## src/rtl/nr4sd_pkg.sv

```systemverilog
package nr4sd_pkg;
  typedef enum logic {
    DIGITS_MINUS = 1'b0,
    DIGITS_PLUS  = 1'b1
  } digit_set_e;

  function automatic int code_width(input int n);
    return 2 * (n / 2 - 1) + 3;
  endfunction
endpackage

```

## src/rtl/nr4sd_low_ppg.sv

```systemverilog
module nr4sd_low_ppg #(
  parameter int                     N   = 8,
  parameter nr4sd_pkg::digit_set_e  SET = nr4sd_pkg::DIGITS_MINUS
) (
  input  logic [1:0]   code_i,
  input  logic [N-1:0] a_i,
  output logic [N+1:0] pp_o,
  output logic         cin_o
);
  logic [N+1:0] a1, a2;
  assign a1 = {{2{a_i[N-1]}}, a_i};
  assign a2 = {a_i[N-1], a_i, 1'b0};

  if (SET == nr4sd_pkg::DIGITS_MINUS) begin : g_minus
    always_comb begin
      unique case (code_i)
        2'b01:   begin pp_o = a1;  cin_o = 1'b0; end
        2'b10:   begin pp_o = ~a2; cin_o = 1'b1; end
        2'b11:   begin pp_o = ~a1; cin_o = 1'b1; end
        default: begin pp_o = '0;  cin_o = 1'b0; end
      endcase
    end
  end else begin : g_plus
    always_comb begin
      unique case (code_i)
        2'b01:   begin pp_o = ~a1; cin_o = 1'b1; end
        2'b10:   begin pp_o = a2;  cin_o = 1'b0; end
        2'b11:   begin pp_o = a1;  cin_o = 1'b0; end
        default: begin pp_o = '0;  cin_o = 1'b0; end
      endcase
    end
  end
endmodule

```

## src/rtl/nr4sd_top_ppg.sv

```systemverilog
module nr4sd_top_ppg #(
  parameter int N = 8
) (
  input  logic         neg_i,
  input  logic         two_i,
  input  logic         one_i,
  input  logic [N-1:0] a_i,
  output logic [N+1:0] pp_o,
  output logic         cin_o
);
  logic [N+1:0] sel;

  always_comb begin
    if (two_i)      sel = {a_i[N-1], a_i, 1'b0};
    else if (one_i) sel = {{2{a_i[N-1]}}, a_i};
    else            sel = '0;
    // negate with zero magnitude: ~0 + 1 wraps to 0
    pp_o  = neg_i ? ~sel : sel;
    cin_o = neg_i;
  end
endmodule

```

## src/rtl/nr4sd_csa_reduce.sv

```systemverilog
module nr4sd_csa_reduce #(
  parameter int W = 16,
  parameter int M = 5   // operand count, at least 3
) (
  input  logic [M-1:0][W-1:0] ops_i,
  output logic [W-1:0]        sum_o,
  output logic [W-1:0]        carry_o
);
  always_comb begin
    logic [W-1:0] s, c, s_n;
    s = ops_i[0];
    c = ops_i[1];
    for (int i = 2; i < M; i++) begin
      s_n = s ^ c ^ ops_i[i];
      c   = ((s & c) | (s & ops_i[i]) | (c & ops_i[i])) << 1;
      s   = s_n;
    end
    sum_o   = s;
    carry_o = c;
  end
endmodule

```

## src/rtl/nr4sd_prefix_adder.sv

```systemverilog
module nr4sd_prefix_adder #(
  parameter int W = 16
) (
  input  logic [W-1:0] x_i,
  input  logic [W-1:0] y_i,
  output logic [W-1:0] sum_o
);
  localparam int LVLS = $clog2(W);

  always_comb begin
    logic [W-1:0] g, p, g_n, p_n, p0;
    p0 = x_i ^ y_i;
    g  = x_i & y_i;
    p  = p0;
    for (int l = 0; l < LVLS; l++) begin
      g_n = g;
      p_n = p;
      for (int b = (1 << l); b < W; b++) begin
        g_n[b] = g[b] | (p[b] & g[b-(1<<l)]);
        p_n[b] = p[b] & p[b-(1<<l)];
      end
      g = g_n;
      p = p_n;
    end
    sum_o = p0 ^ (g << 1);
  end
endmodule

```

## src/rtl/nr4sd_coef_mul.sv

```systemverilog
module nr4sd_coef_mul #(
  parameter int                    N     = 8,
  parameter int                    DEPTH = 16,
  parameter nr4sd_pkg::digit_set_e SET   = nr4sd_pkg::DIGITS_MINUS
) (
  input  logic                                 clk_i,
  input  logic                                 rst_ni,
  input  logic                                 wr_en_i,
  input  logic [$clog2(DEPTH)-1:0]             wr_addr_i,
  input  logic [nr4sd_pkg::code_width(N)-1:0]  wr_code_i,
  input  logic [$clog2(DEPTH)-1:0]             rd_addr_i,
  input  logic [N-1:0]                         a_i,
  output logic [2*N-1:0]                       prod_o
);
  localparam int K  = N / 2;
  localparam int CW = nr4sd_pkg::code_width(N);
  localparam int PW = 2 * N;
  localparam int GW = N + 2;

  logic [CW-1:0]         mem_q [DEPTH];
  logic [CW-1:0]         rd_code;
  logic [K-1:0][GW-1:0]  pp;
  logic [K-1:0]          cin;
  logic [K:0][PW-1:0]    ops;
  logic [PW-1:0]         cin_vec, red_s, red_c, sum;
  logic [PW-1:0]         prod_q;

  always_ff @(posedge clk_i or negedge rst_ni) begin
    if (!rst_ni) begin
      for (int i = 0; i < DEPTH; i++) mem_q[i] <= '0;
    end else if (wr_en_i) begin
      mem_q[wr_addr_i] <= wr_code_i;
    end
  end

  assign rd_code = mem_q[rd_addr_i];

  for (genvar j = 0; j < K - 1; j++) begin : g_low
    nr4sd_low_ppg #(.N(N), .SET(SET)) u_ppg (
      .code_i (rd_code[2*j+1:2*j]),
      .a_i    (a_i),
      .pp_o   (pp[j]),
      .cin_o  (cin[j])
    );
  end

  nr4sd_top_ppg #(.N(N)) u_top_ppg (
    .neg_i  (rd_code[CW-1]),
    .two_i  (rd_code[CW-2]),
    .one_i  (rd_code[CW-3]),
    .a_i    (a_i),
    .pp_o   (pp[K-1]),
    .cin_o  (cin[K-1])
  );

  for (genvar j = 0; j < K; j++) begin : g_align
    assign ops[j] = {{(PW-GW){pp[j][GW-1]}}, pp[j]} << (2 * j);
  end

  always_comb begin
    cin_vec = '0;
    for (int j = 0; j < K; j++) cin_vec[2*j] = cin[j];
  end
  assign ops[K] = cin_vec;

  nr4sd_csa_reduce #(.W(PW), .M(K + 1)) u_csa (
    .ops_i   (ops),
    .sum_o   (red_s),
    .carry_o (red_c)
  );

  nr4sd_prefix_adder #(.W(PW)) u_cla (
    .x_i   (red_s),
    .y_i   (red_c),
    .sum_o (sum)
  );

  always_ff @(posedge clk_i or negedge rst_ni) begin
    if (!rst_ni) prod_q <= '0;
    else         prod_q <= sum;
  end

  assign prod_o = prod_q;
endmodule

```

## config.mk

```make
export PLATFORM = sky130hd
export DESIGN_NAME = nr4sd_coef_mul
export DESIGN_NICKNAME = d
export VERILOG_FILES = /design/src/rtl/nr4sd_pkg.sv /design/src/rtl/nr4sd_low_ppg.sv /design/src/rtl/nr4sd_top_ppg.sv /design/src/rtl/nr4sd_csa_reduce.sv /design/src/rtl/nr4sd_prefix_adder.sv /design/src/rtl/nr4sd_coef_mul.sv
export SDC_FILE = /design/constraint.sdc
export NUM_CORES = 1
export LEC_CHECK = 0
export BUFFER_PORTS_ARGS = -buffer_cell sky130_fd_sc_hd__buf_4
export CORE_MARGIN = 10
export CORE_UTILIZATION = 55
export DETAILED_ROUTE_END_ITERATION = 16
export GPL_ROUTABILITY_DRIVEN = 0
export PLACE_DENSITY = 0.72
export SYNTH_ARGS = -nofsm -noshare
export SYNTH_HDL_FRONTEND = slang
export SYNTH_SLANG_ARGS = --single-unit
```

## constraint.sdc

```tcl
create_clock -name clk_i -period 5.76 [get_ports clk_i]
set_input_delay 0.576 -clock clk_i [delete_from_list [all_inputs] [get_ports clk_i]]
set_output_delay 0.576 -clock clk_i [all_outputs]
set_load 0.005 [all_outputs]
```

==> results.json <==
{
  "ff2ff_setup_slack_ns": 0.71,
  "synth.most_common_cell": "dfrtp_1",
  "synth-seq-cells": 160,
  "overflow": 0,
  "htreeDepth": 4,
  "die-height_um": 149,
  "p_per_area_mw_per_mm2": 609,
  "via_per_inst": 5.94,
  "clockBufferDepth": 2,
  "synth_cell_types": 45,
  "syn_area_mm2": 0.00920,
  "hp-class": "in2async",
  "synth_flop_cell": "dfrtp_1",
  "diodes": 0,
  "antenna_found_initial": 0,
  "cap_viol_max_count": 0,
  "final_hold_viol_count": 0,
  "required_ns": 6.07,
  "vias": 5763,
  "ys_top_cells_by_count": "dfrtp_1, mux2_2, inv_1",
  "post-route-drc-count": 0,
  "cp-start-kind": "primary input",
  "ir_worst_vdd_v": 0.000466,
  "slew_viol_final": 0,
  "num_rows": 47,
  "grt_pass1_wl_um": 32200,
  "area_growth_pct": 12.1,
  "cts_setup_buffers": 0,
  "dieArea_mm2": 0.0223,
  "yosys-top-cells-area": "dfrtp_1, mux2_2, mux4_2",
  "clk_pin_slew_ns": 0.07,
  "coreArea_mm2": 0.0165,
  "drt_iter0_markers": 369,
  "clock_latency_ns": 0.42,
  "cp-end-kind": "register",
  "slew_headroom": 0.130,
  "cts_resized": 0,
  "cts_hold_buf": 0,
  "worst_slack_ns": 0.543,
  "fin_crit_sh": 0.906,
  "ys_warn_count": 0,
  "portBuffers": 43,
  "dp_hpwl_um": 13600,
  "wl_per_cell_um": 20.5,
  "cts_tree": "done",
  "worstPathMaxFanout": 17,
  "crit_arrival_ns": 5.53,
  "grt_max_degree": 96,
  "ant_nets": 0,
  "finalNetCount": 814,
  "layout-drive-gt1-share": 0.368,
  "initial_core_util": 0.559,
  "avgSynthCellArea_um2": 13.2,
  "cts_root_buf": "clkbuf_16",
  "r2r-start": "mem_q[66]",
  "grt_usage": 0.185,
  "clock_skew_ns": 0.00610,
  "die_w_um": 149,
  "critical_path_class": "in2reg",
  "ios": 44,
  "numCtsBuffers": 17,
  "period_needed_ns": 5.22,
  "tns_ns": 0,
  "synth-edff-count": 0,
  "cts.sinks": 160,
  "finalSetupViolCount": 0,
  "rr_endpoint": "prod_o[15]",
  "synth_fp_nets": 772,
  "grt_setup_unrepaired": "no",
  "worst_pin_slew_ns": 1.30,
  "yosysSeqAreaShare": 0.435,
  "syn_inst": 695,
  "ys_async_sr_fraction": 1.00,
  "grt_pass1_vias": 6045,
  "worst_r2r_path_depth": 17,
  "synth_top_area_cell": "dfrtp_1",
  "drt_wl_total_um": 19900,
  "synth_top_area_frac": 0.435,
  "power.static_leakage_nw": 4.61,
  "fmax_ghz": 0.192,
  "outcome": "complete, no violations",
  "holdWs_ns": 0.210,
  "place_ws_ns": 0.0830,
  "dr.pass1.iters": 5
}
critical path, cell delays in order:
cell	delay, ns
buf_4	0.30
mux4_1	0.60
mux4_2	0.63
xnor2_1	0.18
nor2_1	0.09
a31oi_1	0.06
fa_1	0.52
inv_1	0.05
fa_1	0.47
inv_1	0.05
fa_1	0.49
inv_1	0.04
ha_1	0.34
o21a_1	0.19
o21a_1	0.17
o211ai_1	0.27
o21ai_0	0.13
a311o_1	0.36
cells by family (layout without fill, tap and decap cells):
| family | Yosys count | after routing | synth area share |
|---|---|---|---|
| mux | 207 | 207 | 0.305 |
| flops | 160 | 160 | 0.435 |
| simple gates | 95 | 95 | 0.0506 |
| buf+inv | 77 | 132 | 0.0422 |
| compound gates | 68 | 68 | 0.0465 |
| fa+ha+maj | 49 | 49 | 0.0830 |
| xor+xnor | 39 | 39 | 0.0371 |
stage by stage:
step	cell area [um2]	instances	utilization	total power [mW]
finish	10300	970	0.626	6.27
global route	10300	970	0.626	6.80
CTS	10300	970	0.626	6.31
detailed placement	9710	938	0.590	5.13
global placement	9710	938	0.590	4.97
floorplan	9200	695	-	4.38
cell type report:
type / instances / area [um2]
multi-input combinational: 458 / 4800
tap: 220 / 275
clock buffer: 19 / 443
timing repair buffer: 62 / 482
clock inverter: 13 / 153
fill: 1279 / 6160
sequential: 160 / 4000
inverter: 38 / 144
power by group:
part           switching (mW)  internal (mW)
clock network           0.480          0.659
registers               0.130           1.47
logic                    1.82           1.72
placed cells by master (no fill, tap or decap), types with 16 or more instances in the layout:
cell type and count:
inv_1 37, xnor2_1 34, nor2_1 27, mux2_2 150, buf_4 60, nand2b_1 20
ha_1 29, mux4_2 32, dfrtp_1 160, mux2i_1 16, fa_1 20, clkbuf_16 17
nand2_1 25
per-layer routing:
layer  part of all wire  track usage
met1               0.44        0.238
met2               0.49        0.305
met3              0.056       0.0416
met4              0.016       0.0550
met5                  0            0
registers in the layout (all words and copies together), names as in the netlist:
| signal | count |
|---|---|
| prod_o | 16 |
| mem_q | 144 |
how the worst max path moves through the flow:
| stage | from | end | depth (start not counted) |
|---|---|---|---|
| after floorplan | rd_addr_i[0] | prod_o[15] | 19 |
| final | rd_addr_i[0] | prod_o[15] | 18 |
| after global placement | rd_addr_i[0] | prod_o[15] | 18 |
| after global routing | rd_addr_i[0] | prod_o[15] | 18 |
| after detailed placement | rd_addr_i[0] | prod_o[15] | 18 |
| after CTS | rd_addr_i[0] | prod_o[15] | 18 |
Power figures use the tool's default switching activity.
